==> src/rtl/mcs_pkg.sv <==
package mcs_pkg;

  typedef enum logic [2:0] {
    K_FETCH = 3'd0,
    K_MRD   = 3'd1,
    K_MWR   = 3'd2,
    K_IORD  = 3'd3,
    K_IOWR  = 3'd4
  } kind_e;

  typedef enum logic [2:0] {
    TS_IDLE = 3'd0,
    TS_T1   = 3'd1,
    TS_T2   = 3'd2,
    TS_T3   = 3'd3,
    TS_T4   = 3'd4
  } tstate_e;

  localparam logic [2:0] KIND_LAST = 3'd4;

  function automatic logic kind_legal(input logic [2:0] code);
    return code <= KIND_LAST;
  endfunction

  function automatic logic kind_reads(input kind_e k);
    return (k == K_FETCH) || (k == K_MRD) || (k == K_IORD);
  endfunction

  function automatic logic kind_writes(input kind_e k);
    return (k == K_MWR) || (k == K_IOWR);
  endfunction

  function automatic logic kind_io(input kind_e k);
    return (k == K_IORD) || (k == K_IOWR);
  endfunction

  // status pair {s1,s0}: fetch 11, read 10, write 01
  function automatic logic [1:0] kind_status(input kind_e k);
    logic [1:0] code;
    case (k)
      K_FETCH:       code = 2'b11;
      K_MRD, K_IORD: code = 2'b10;
      K_MWR, K_IOWR: code = 2'b01;
      default:       code = 2'b00;
    endcase
    return code;
  endfunction

endpackage

==> src/rtl/mcs_reset_sync.sv <==
module mcs_reset_sync #(
  parameter int STAGES = 2
) (
  input  logic clk,
  input  logic rst_n,
  output logic rst_sync_n
);

  logic [STAGES-1:0] chain_q;

  always_ff @(posedge clk or negedge rst_n) begin
    if (!rst_n) chain_q <= '0;
    else        chain_q <= {chain_q[STAGES-2:0], 1'b1};
  end

  assign rst_sync_n = chain_q[STAGES-1];

endmodule

==> src/rtl/mcs_tstate_fsm.sv <==
module mcs_tstate_fsm
  import mcs_pkg::*;
#(
  parameter int ADDR_W = 16,
  parameter int DATA_W = 8
) (
  input  logic              clk,
  input  logic              rst_n,
  input  logic              req_valid,
  input  logic [2:0]        req_kind,
  input  logic [ADDR_W-1:0] req_addr,
  input  logic [DATA_W-1:0] req_wdata,
  output tstate_e           state,
  output kind_e             cur_kind,
  output logic [ADDR_W-1:0] cur_addr,
  output logic [DATA_W-1:0] cur_wdata
);

  tstate_e state_q, state_d;
  logic    accept;

  assign accept = (state_q == TS_IDLE) && req_valid && kind_legal(req_kind);

  always_comb begin
    state_d = state_q;
    case (state_q)
      TS_IDLE: if (accept) state_d = TS_T1;
      TS_T1:   state_d = TS_T2;
      TS_T2:   state_d = TS_T3;
      TS_T3:   state_d = (cur_kind == K_FETCH) ? TS_T4 : TS_IDLE;
      TS_T4:   state_d = TS_IDLE;
      default: state_d = TS_IDLE;
    endcase
  end

  always_ff @(posedge clk or negedge rst_n) begin
    if (!rst_n) state_q <= TS_IDLE;
    else        state_q <= state_d;
  end

  // request latch, loaded only on acceptance
  always_ff @(posedge clk or negedge rst_n) begin
    if (!rst_n) begin
      cur_kind  <= K_FETCH;
      cur_addr  <= '0;
      cur_wdata <= '0;
    end else if (accept) begin
      cur_kind  <= kind_e'(req_kind);
      cur_addr  <= req_addr;
      cur_wdata <= req_wdata;
    end
  end

  assign state = state_q;

endmodule

==> src/rtl/mcs_pin_drive.sv <==
module mcs_pin_drive
  import mcs_pkg::*;
#(
  parameter int ADDR_W = 16,
  parameter int DATA_W = 8,
  localparam int HI_W  = ADDR_W - DATA_W
) (
  input  tstate_e           state,
  input  kind_e             cur_kind,
  input  logic [ADDR_W-1:0] cur_addr,
  input  logic [DATA_W-1:0] cur_wdata,
  output logic              busy,
  output logic              done,
  output logic              decode,
  output logic [HI_W-1:0]   addr_hi,
  output logic [DATA_W-1:0] ad_out,
  output logic              ad_oe,
  output logic              ale,
  output logic              rd_n,
  output logic              wr_n,
  output logic              io_m,
  output logic              s1,
  output logic              s0
);

  logic       active, is_rd, is_wr, data_phase;
  logic [1:0] status;

  assign active     = (state != TS_IDLE);
  assign is_rd      = kind_reads(cur_kind);
  assign is_wr      = kind_writes(cur_kind);
  assign data_phase = (state == TS_T2) || (state == TS_T3);
  assign status     = kind_status(cur_kind);

  always_comb begin
    busy    = active;
    ale     = (state == TS_T1);
    addr_hi = active ? cur_addr[ADDR_W-1:DATA_W] : '0;
    io_m    = active && kind_io(cur_kind);
    s1      = active && status[1];
    s0      = active && status[0];
    rd_n    = !(is_rd && (state == TS_T2));
    wr_n    = !(is_wr && (state == TS_T2));
    decode  = (state == TS_T4);
    done    = (state == TS_T4) || ((state == TS_T3) && (cur_kind != K_FETCH));
    if (state == TS_T1) begin
      ad_oe  = 1'b1;
      ad_out = cur_addr[DATA_W-1:0];
    end else if (is_wr && data_phase) begin
      ad_oe  = 1'b1;
      ad_out = cur_wdata;
    end else begin
      ad_oe  = 1'b0;
      ad_out = '0;
    end
  end

endmodule

==> src/rtl/mcs_capture.sv <==
module mcs_capture
  import mcs_pkg::*;
#(
  parameter int DATA_W = 8
) (
  input  logic              clk,
  input  logic              rst_n,
  input  tstate_e           state,
  input  kind_e             cur_kind,
  input  logic [DATA_W-1:0] ad_in,
  output logic [DATA_W-1:0] data_reg,
  output logic [DATA_W-1:0] instr_reg
);

  logic dr_en, ir_en;

  assign dr_en = (state == TS_T2) && kind_reads(cur_kind);
  assign ir_en = (state == TS_T3) && (cur_kind == K_FETCH);

  always_ff @(posedge clk or negedge rst_n) begin
    if (!rst_n)     data_reg <= '0;
    else if (dr_en) data_reg <= ad_in;
  end

  always_ff @(posedge clk or negedge rst_n) begin
    if (!rst_n)     instr_reg <= '0;
    else if (ir_en) instr_reg <= data_reg;
  end

endmodule

==> src/rtl/mcs_bus_seq.sv <==
module mcs_bus_seq
  import mcs_pkg::*;
#(
  parameter int ADDR_W   = 16,
  parameter int DATA_W   = 8,
  parameter int RST_SYNC = 2,
  localparam int HI_W    = ADDR_W - DATA_W
) (
  input  logic              clk,
  input  logic              rst_n,
  input  logic              req_valid,
  input  logic [2:0]        req_kind,
  input  logic [ADDR_W-1:0] req_addr,
  input  logic [DATA_W-1:0] req_wdata,
  input  logic [DATA_W-1:0] ad_in,
  output logic              busy,
  output logic              done,
  output logic              decode,
  output logic [HI_W-1:0]   addr_hi,
  output logic [DATA_W-1:0] ad_out,
  output logic              ad_oe,
  output logic              ale,
  output logic              rd_n,
  output logic              wr_n,
  output logic              io_m,
  output logic              s1,
  output logic              s0,
  output logic [DATA_W-1:0] data_reg,
  output logic [DATA_W-1:0] instr_reg
);

  logic              rst_int_n;
  tstate_e           state;
  kind_e             cur_kind;
  logic [ADDR_W-1:0] cur_addr;
  logic [DATA_W-1:0] cur_wdata;

  mcs_reset_sync #(.STAGES(RST_SYNC)) u_rst (
    .clk(clk), .rst_n(rst_n), .rst_sync_n(rst_int_n)
  );

  mcs_tstate_fsm #(.ADDR_W(ADDR_W), .DATA_W(DATA_W)) u_fsm (
    .clk(clk), .rst_n(rst_int_n),
    .req_valid(req_valid), .req_kind(req_kind),
    .req_addr(req_addr), .req_wdata(req_wdata),
    .state(state), .cur_kind(cur_kind),
    .cur_addr(cur_addr), .cur_wdata(cur_wdata)
  );

  mcs_pin_drive #(.ADDR_W(ADDR_W), .DATA_W(DATA_W)) u_pins (
    .state(state), .cur_kind(cur_kind),
    .cur_addr(cur_addr), .cur_wdata(cur_wdata),
    .busy(busy), .done(done), .decode(decode),
    .addr_hi(addr_hi), .ad_out(ad_out), .ad_oe(ad_oe),
    .ale(ale), .rd_n(rd_n), .wr_n(wr_n),
    .io_m(io_m), .s1(s1), .s0(s0)
  );

  mcs_capture #(.DATA_W(DATA_W)) u_cap (
    .clk(clk), .rst_n(rst_int_n),
    .state(state), .cur_kind(cur_kind), .ad_in(ad_in),
    .data_reg(data_reg), .instr_reg(instr_reg)
  );

endmodule

==> config.mk <==
export PLATFORM = sky130hd
export DESIGN_NAME = mcs_bus_seq
export DESIGN_NICKNAME = d
export VERILOG_FILES = /design/src/rtl/mcs_pkg.sv /design/src/rtl/mcs_reset_sync.sv /design/src/rtl/mcs_tstate_fsm.sv /design/src/rtl/mcs_pin_drive.sv /design/src/rtl/mcs_capture.sv /design/src/rtl/mcs_bus_seq.sv
export SDC_FILE = /design/constraint.sdc
export NUM_CORES = 1
export LEC_CHECK = 0
export CORE_ASPECT_RATIO = 2
export CORE_MARGIN = 4
export CORE_UTILIZATION = 40
export DETAILED_ROUTE_END_ITERATION = 16
export PLACE_DENSITY = 0.74
export SETUP_SLACK_MARGIN = 0.4
export SYNTH_ARGS = -nofsm -noshare
export SYNTH_HDL_FRONTEND = slang
export SYNTH_SLANG_ARGS = --single-unit
==> constraint.sdc <==
create_clock -name clk -period 2.29 [get_ports clk]
set_clock_uncertainty 0.15 [all_clocks]
set_input_delay 0.3435 -clock clk [delete_from_list [all_inputs] [get_ports clk]]
set_output_delay 0.3435 -clock clk [all_outputs]
set_load 0.01 [all_outputs]
Word-level counts from Yosys, hierarchy flattened. Cells that the tools add are included.

Register bits: 48. Bits in latches: 0. RAM bits: 0. Bits in read-only memories: 0. Input bits: 38. Output and inout port bits: 42. Memories: 0.

Add/subtract/negate cells: 0. Multipliers: 0. Div/mod/pow operators: 0. $lt $le $gt $ge: 1. Equality and inequality tests: 9. Shifts and indexed selects: 0. Muxes and demuxes: 9. Bitwise gates (word level): 0. Reduce and logical (&&, ||, !) cells: 24.

Operators with widths (number): 2-to-1 mux 8 bit (3); == test 3 x 2 -> 1 bit (second input constant) (4); one-hot mux 3 bit (4 select lines) (1); logical AND 1 bit (10); == test 3 x 1 -> 1 bit (second input constant) (2); == test 3 bit (second input constant) (2); zero test 3 bit (2); logical OR 1 bit (6); 2-to-1 mux 3 bit (2); one-hot mux 2 bit (3 select lines) (1); nonzero test 3 bit (2); OR reduction 2 bit (2); <= comparator 3 bit (second input constant) (1); zero test 1 bit (2); 2-to-1 mux 1 bit (2); != test 2 x 1 -> 1 bit (second input constant) (1).

Depth between registers and ports, before layout. Gate-level depths: netlist of the first run.

Depth after elaboration: 5. Gate-level depth with buffers: 5. Mapped depth without buffers: 3.

By module. A second synthesis of the first run with hierarchy kept.

Cells, all modules: 156. Area, all modules: 2309.7 um2.

Modules (own cells, without submodules): mcs_tstate_fsm (times used 1, cells an instance 68, area each 1221.2 um2, seq. area each 750.7 um2); mcs_capture (times used 1, cells an instance 38, area each 658.1 um2, seq. area each 400.4 um2); mcs_pin_drive (times used 1, cells an instance 47, area each 376.6 um2, seq. area each 0.0 um2); mcs_reset_sync (times used 1, cells an instance 3, area each 53.8 um2, seq. area each 50.0 um2).

Worst setup path before layout of the first run. No wires, ideal clock.

Path kind: reg2out. From: reg u_fsm.state_q[0], in the netlist u_fsm.state[0]. To: out ad_out[0]. Arrival: 1.287 ns. Path slack: 0.509 ns. Cell stages (with the launch flop): 4. Path buffers: 1. Path through: dfrtp_1 -> buf_2 -> nor3b_2 -> a22o_1.

Elaborated cells on any way between the ends: 7.

RTL lines: from (decl) (RTL line mcs_tstate_fsm.sv:19) `tstate_e state_q, state_d;`; from (signal assigned) (RTL line mcs_tstate_fsm.sv:38) `else state_q <= state_d;`; == test 3 x 1 -> 1 bit; named net ale (RTL line mcs_bus_seq.sv:22) `output logic ale,`; 2-to-1 mux 8 bit (RTL line mcs_pin_drive.sv:46) `if (state == TS_T1) begin`; to (decl) (RTL line mcs_bus_seq.sv:20) `output logic [DATA_W-1:0] ad_out,`.

The timed path passes the listed nets, and every way through them passes these cells.

Worst setup path after layout of the first run.
From: reg u_fsm.state_q[2], in the netlist u_fsm.state[2]. To: out ad_out[7].

Cells in the longest elaborated chain, start to end: 5. Elaborated cells on any way between the ends: 7.

RTL lines: == test 3 x 2 -> 1 bit (RTL line mcs_pin_drive.sv:32) `assign data_phase = (state == TS_T2) || (state == TS_T3);`; logical OR 1 bit (RTL line mcs_pin_drive.sv:32); logical AND 1 bit (RTL line mcs_pin_drive.sv:49) `end else if (is_wr && data_phase) begin`; 2-to-1 mux 8 bit (RTL line mcs_pin_drive.sv:49); 2-to-1 mux 8 bit (*) (RTL line mcs_pin_drive.sv:46).

Every way passes the cells marked *; elsewhere a longest branch is shown, timed or not.

==> run_results.csv, run 1 <==
group,metric,value,unit
power,netSwitchingFraction,34.1,%
logic_synthesis,synth-compound-area-share,4.96,%
global_routing,grt_pass1_vias,1717,
flow_run,cap_viol_max_count,0,
timing,fin_crit_sh,94.7,%
cells_and_area,regMostFlops,"u_fsm.cur_addr",
place,globalplace.congestion,0.782,
logic_synthesis,yosys.cell_types.count,29,
cells_and_area,drive_gt1_share,49.4,%
floorplanning,dieWidth,58.8,µm
drt,viasPerCell,5.10,
cells_and_area,diodes,0,
global_routing,grt_first_pass_wirelength,8490,µm
logic_synthesis,yosysSeqAreaShare,58.1,%
logic_synthesis,async_flop_share,100,%
floorplanning,coreArea,4950,µm²
clocking,clkTransAtPathRegs,0.09,ns
critical_path,crit_type,"flip-flop to primary output",
drt,vias,1621,
power,power,4.86,mW
logic_synthesis,synth_area_leaders,"dfrtp_1 58%, mux2_2 23%, a22o_1 3.4%",
floorplanning,io_pins,80,
logic_synthesis,ys.flop_type,"dfrtp_1",
critical_path,path_delay_family,"flip-flops",
run_status,outcome,"finished, final reports clean",
logic_synthesis,synthSimpleGateAreaFrac,10.7,%
floorplanning,initial_core_util,41.7,%
power,p_comb_share,55.7,%
logic_synthesis,yosys_warnings,0,
min_path,hold_path_class,"primary input to asynchronous set/reset pin",
critical_path,critPathCaptureType,"primary output",
drt,wl_per_cell,17.4,µm
cells_and_area,finalNonFillerCells,318,
timing,final-max-slew-violation-count,0,
drt,antenna_left,0,
clocking,clockRootBuffer,"clkbuf_8",
timing,maxSlewHeadroom,65.8,%
critical_path,worst-path-max-fanout,3,
logic_synthesis,syn_inst,143,
power,p_clk_share,12.2,%
clocking,clock_latency,0.30,ns
global_routing,grt-ovfl-total,0,
place,place_area,2990,µm²
critical_path,cp_common_cell,"buf_6",
drt,drt_iter0_markers,50,
critical_path,crit_required,1.80,ns
logic_synthesis,synth-xor-area-share,0.847,%
place,portBuffers,79,
place,numPlacedInstances,285,
timing,tns,0,ns
logic_synthesis,synth_top_family_by_area,"multiplexers",
cells_and_area,nets,298,
global_routing,grt.total_usage,17.8,%
logic_synthesis,synth-seq-cells,48,
drt,dr.pass1.iters,6,
critical_path,crit_path_max_incr_delay,0.43,ns
logic_synthesis,synth_top_area_cell,"dfrtp_1",
drt,drc_errors,0,
power,seq_power_share,32.2,%
clocking,cts_inserted_buffers,5,
logic_synthesis,synth_edf_count,0,
cells_and_area,fin_util,67.3,%
logic_synthesis,syn_area,2070,µm²
global_routing,antenna_found_initial,0,
global_routing,grt_max_degree,24,
logic_synthesis,synthTopCellsByCount,"48 x dfrtp_1, 42 x mux2_2, 10 x nor2b_1",
drt,route.final.wire_length,5540,µm
cells_and_area,largest_register_ffs,16,
power,power.switching,1.65,mW
cells_and_area,finalInstanceArea,3330,µm²
timing,setup_viol,0,
logic_synthesis,synth.area.mux_share,23.4,%
power,intPower,3.20,mW
floorplanning,dieArea,6450,µm²
critical_path,crit_path_top_delay_cell,"dfrtp_2",
logic_synthesis,synthAdderAreaFrac,0,%
timing,hold_viol,0,
critical_path,path_buf_inv,4,
place,dp_hpwl,3570,µm
clocking,htreeDepth,2,
timing,rsz0062_at_grt,"true",
critical_path,path_cells,"nand2b_4 > nor3_4 > buf_6 > buf_6 > buf_6 > a22o_1 > buf_2",
logic_synthesis,syn_area_per_cell,14.5,µm²
critical_path,critPathArrivalTime,1.67,ns
power,leakage,1.47,nW
cells_and_area,area_growth,61.3,%
critical_path,critPathLaunchType,"flip-flop",
clocking,cts_buffer_depth,2,
timing,worst_slew_pin_slew,0.513,ns
timing,fmax,461,MHz
logic_synthesis,synth_nets,181,
power,vdd_ir_drop_max,0.909,mV
clocking,cts_tree,"yes",
floorplanning,die_h,110,µm
timing,min_period,2.17,ns
clocking,clkSinkCount,48,
floorplanning,rows,36,
logic_synthesis,synthDominantCellAreaShare,58.1,%
clocking,ctsHoldBuffers,0,
power,power_density,1460,nW/µm²
logic_synthesis,synth.most_common_cell,"dfrtp_1",
## per-stage QoR
stage	setup slack [ns]	hold slack, ns
2_1_floorplan	0.509	-0.102
3_3_place_gp	0.117	0.101
3_5_place_dp	0.113	0.111
4_1_cts	0.106	0.0414
5_1_grt	0.0391	0.0422
6_report	0.122	0.0530
## power groups by stage
stage	clock network, mW	registers [mW]	logic [mW]
floorplan	0	1.56	1.12
global route	0.644	1.62	2.89
global placement	0	1.55	2.30
CTS	0.614	1.55	2.59
detailed placement	0	1.57	2.33
finish	0.592	1.56	2.70
## cell usage in the layout, fill, tap and decap left out, drive strengths merged, types with 2 or more instances in the layout
cell,instances
buf,53
clkdlybuf4s15,4
clkbuf,8
a211oi,2
mux2,43
dfrtp,48
nand3,5
nor3,4
nor3b,2
clkdlybuf4s50,53
a22o,8
nand2,3
nor2,2
inv,3
nor2b,10
nand2b,2
xnor2,2
## layout make-up
type / instances / area, µm²
Sequential cell: 48 / 1210
Multi-Input combinational cell: 90 / 938
Inverter: 3 / 11.3
Fill cell: 387 / 1620
Timing Repair Buffer: 112 / 1000
Clock inverter: 2 / 35.0
Clock buffer: 6 / 72.6
Tap cell: 57 / 71.3
## layer usage
layer | routed length (µm) | GRT usage [%]
met1 | 1950 | 19.1
met2 | 3220 | 33.3
met3 | 224 | 3.06
met4 | 142 | 6.97
met5 | 0 | 0
## worst register-to-register path: cells and delay by family, from the launching register on
kind	cells	cell delay, ns
and+or+nand+nor	2	0.36
DFF	1	0.43
buffers and inverters	4	0.55
muxes	1	0.36
## cell families after synthesis
| kind of cell | count (synthesis) |
|---|---|
| simple gates | 28 |
| mux | 43 |
| other cells | 1 |
| compound gates | 13 |
| xor+xnor | 2 |
| flops | 48 |
| buf+inv | 8 |
## repair_timing
item | in CTS | in global routing
cloned | 4 | 1
endpoints found under the setup margin | 53 | 63
pin swaps | 6 | 7
resized for setup | 115 | 21
endpoints found under the hold margin | 0 | 0
setup buffers | 17 | 3
## final timing paths
check                                                 from                            end  slack (ns)  depth (start not counted)
worst max-delay path            u_fsm.state[2]$_DFFE_PN0P_                      ad_out[7]        0.12                          7
max in group asynchronous       u_rst.chain_q[1]$_DFF_PN0_  u_fsm.cur_addr[4]$_DFFE_PN0P_        1.30                          1
min in group clk                u_rst.chain_q[0]$_DFF_PN0_     u_rst.chain_q[1]$_DFF_PN0_        0.21                          0
worst min register to register  u_rst.chain_q[1]$_DFF_PN0_  u_cap.data_reg[0]$_DFFE_PN0P_        0.09                          0
worst min-delay path                                 rst_n     u_rst.chain_q[1]$_DFF_PN0_        0.05                          1
worst max register to register  u_fsm.state[2]$_DFFE_PN0P_  u_fsm.cur_addr[7]$_DFFE_PN0P_        0.33                          7
Power figures use the tool's default switching activity.
==> run 2: changes to the inputs <==
--- a/config.mk
+++ b/config.mk
@@ -5,11 +5,13 @@
 export SDC_FILE = /design/constraint.sdc
 export NUM_CORES = 1
 export LEC_CHECK = 0
+export CELL_PAD_IN_SITES_DETAIL_PLACEMENT = 1
+export CELL_PAD_IN_SITES_GLOBAL_PLACEMENT = 1
 export CORE_ASPECT_RATIO = 2
 export CORE_MARGIN = 4
-export CORE_UTILIZATION = 40
+export CORE_UTILIZATION = 34
 export DETAILED_ROUTE_END_ITERATION = 16
-export PLACE_DENSITY = 0.74
+export PLACE_DENSITY_LB_ADDON = 0.1
 export SETUP_SLACK_MARGIN = 0.4
 export SYNTH_ARGS = -nofsm -noshare
 export SYNTH_HDL_FRONTEND = slang
==> run 2 against run 1 <==
Net effect:
- sequential power barely moved
- die area rose by 16%
- first-iteration DRC count rose by 6.0%
- flip-flop and latch count did not move
- power rose by 6.0%
- routed wire length rose by 14%
- critical endpoint is now ad_out[5]
- largest cell class unchanged
- register-to-register slack got worse by 0.03 ns
- core utilization fell by 9.4 points
- combinational power rose by 4%
- cell area rose by 3.3%
==> run_results.csv, run 2 (synthesized netlist as in run 1, its figures left out) <==
group,metric,value,unit
run_status,outcome,"finished, final reports clean",
global_routing,grt-ovfl-total,0,
power,netSwitchingFraction,34.2,%
floorplanning,io_pins,80,
global_routing,grt.total_usage,16.8,%
power,p_clk_share,14.6,%
drt,met1_length,2040,µm
clocking,clockRootBuffer,"clkbuf_16",
clocking,cts_inserted_buffers,5,
global_routing,grt_pass1_vias,1904,
critical_path,rr_worst_depth,8,
place,portBuffers,79,
place,dp_hpwl,4060,µm
drt,top_layer_used,"met4",
global_routing,antenna_found_initial,0,
cells_and_area,largest_register_ffs,16,
floorplanning,rows,40,
timing,min_period,2.08,ns
timing,fin_crit_sh,91.0,%
power,intPower,3.39,mW
power,power_density,1490,nW/µm²
floorplanning,dieWidth,63.1,µm
global_routing,grt_first_pass_wirelength,9600,µm
timing,worst_slew_pin_slew,0.512,ns
cells_and_area,diodes,0,
drt,dr.pass1.iters,4,
floorplanning,dieArea,7470,µm²
power,power.switching,1.76,mW
critical_path,worst-path-max-fanout,6,
drt,vias,1608,
clocking,clock_latency,0.29,ns
cells_and_area,fin_util,57.9,%
timing,rsz0062_at_grt,"true",
critical_path,critPathLaunchType,"flip-flop",
critical_path,crit_type,"flip-flop to primary output",
power,leakage,1.53,nW
timing,setup_viol,0,
flow_run,cap_viol_max_count,0,
place,dp_slack,0.128,ns
critical_path,critPathArrivalTime,1.59,ns
cells_and_area,final_common_cell,"clkdlybuf4s50_1",
drt,drt_iter0_markers,53,
drt,viasPerCell,4.98,
cells_and_area,nets,297,
cells_and_area,final_cell_mix,"53 x clkdlybuf4s50_1, 44 x dfrtp_1, 34 x mux2_2, 18 x buf_2, 16 x buf_4",
power,vdd_ir_drop_max,0.822,mV
floorplanning,die_h,118,µm
power,p_comb_share,54.7,%
clocking,ctsHoldBuffers,0,
clocking,htreeDepth,2,
drt,dr_wl_met2,3790,µm
drt,route.final.wire_length,6310,µm
cells_and_area,regMostFlops,"u_fsm.cur_addr",
global_routing,grt_max_degree,26,
drt,wl_per_cell,19.5,µm
clocking,clkTransAtPathRegs,0.06,ns
min_path,hold_path_class,"primary input to asynchronous set/reset pin",
drt,antenna_left,0,
cells_and_area,area_growth,66.7,%
critical_path,critPathCaptureType,"primary output",
critical_path,path_cells,"nor3b_2 > buf_6 > buf_4 > a22o_1 > buf_2",
clocking,cts_tree,"yes",
timing,fin_ws,0.206,ns
drt,drc_errors,0,
place,globalplace.congestion,0.712,
critical_path,crit_required,1.80,ns
cells_and_area,n_fill_cell,622,
critical_path,crit_path_max_incr_delay,0.46,ns
floorplanning,initial_core_util,34.7,%
drt,routed-wl-met3,364,µm
power,seq_power_share,30.7,%
cells_and_area,drive_gt1_share,51.2,%
clocking,clkSinkCount,48,
timing,hold_viol,0,
timing,maxSlewHeadroom,65.7,%
timing,tns,0,ns
floorplanning,coreArea,5960,µm²
timing,fmax,480,MHz
clocking,cts_buffer_depth,2,
timing,final-max-slew-violation-count,0,
critical_path,crit_path_top_delay_cell,"dfrtp_2",
## run 2: through the flow
step / area [µm²] / std cells / hold slack, ns / power [mW]
floorplan: 2070 / 143 / -0.102 / 2.68
global placement: 3000 / 290 / 0.0890 / 3.84
detailed placement: 3000 / 290 / 0.104 / 3.94
CTS: 3240 / 313 / 0.0551 / 4.74
global route: 3450 / 323 / 0.0598 / 5.47
finish: 3450 / 323 / 0.0612 / 5.15
## run 2: final timing paths
| check | start | to | slack (ns) |
|---|---|---|---|
| max | u_fsm.state[0]$_DFFE_PN0P_ | ad_out[5] | 0.21 |
| min | rst_n | u_rst.chain_q[0]$_DFF_PN0_ | 0.06 |
| max reg2reg | u_fsm.state[2]$_DFFE_PN0P_ | u_fsm.cur_addr[10]$_DFFE_PN0P_ | 0.30 |
| min reg2reg | u_rst.chain_q[1]$_DFF_PN0_ | u_fsm.cur_addr[15]$_DFFE_PN0P_ | 0.09 |
| max in group asynchronous | u_rst.chain_q[1]$_DFF_PN0_ | u_fsm.state[1]$_DFFE_PN0P_ | 1.15 |
| min in group clk | u_rst.chain_q[0]$_DFF_PN0_ | u_rst.chain_q[1]$_DFF_PN0_ | 0.21 |
## run 2: what timing repair did
action / in CTS / in global routing
gates resized for setup: 89 / 55
setup endpoints to repair: 53 / 60
cloned: 2 / 2
pin swaps: 6 / 4
setup buffers: 13 / 8
## run 2: worst max-delay path: cells and delay by family (launching register included)
kind                   cells  cell delay [ns]
buffers and inverters      3             0.42
flip-flops                 1             0.46
AND/OR/NAND/NOR            1             0.19
AO/OA/AOI/OAI              1             0.23
## run 2: layout make-up
| class | count | area, µm² | share of cell area, % |
|---|---|---|---|
| Clock buffer | 6 | 139 | 4.03 |
| Clock inverter | 2 | 15.0 | 0.436 |
| Inverter | 3 | 11.3 | 0.327 |
| Multi-Input combinational cell | 90 | 990 | 28.7 |
| Sequential cell | 48 | 1210 | 35.0 |
| Tap cell | 63 | 78.8 | 2.29 |
| Timing Repair Buffer | 111 | 1010 | 29.2 |
## run 2: routing by layer
metal  vias to the layer above  track usage [%]
met5                         -                0
met1                       799             15.3
met2                        63             33.6
met3                         7             5.13
li1                        739                -
met4                         0             5.39
## run 2: power groups by stage
stage | clock network (mW) | logic [mW] | registers [mW]
after floorplan | 0 | 1.12 | 1.56
after global placement | 0 | 2.31 | 1.53
after detailed placement | 0 | 2.37 | 1.57
after CTS | 0.780 | 2.41 | 1.55
after global routing | 0.812 | 3.02 | 1.64
final | 0.752 | 2.82 | 1.58
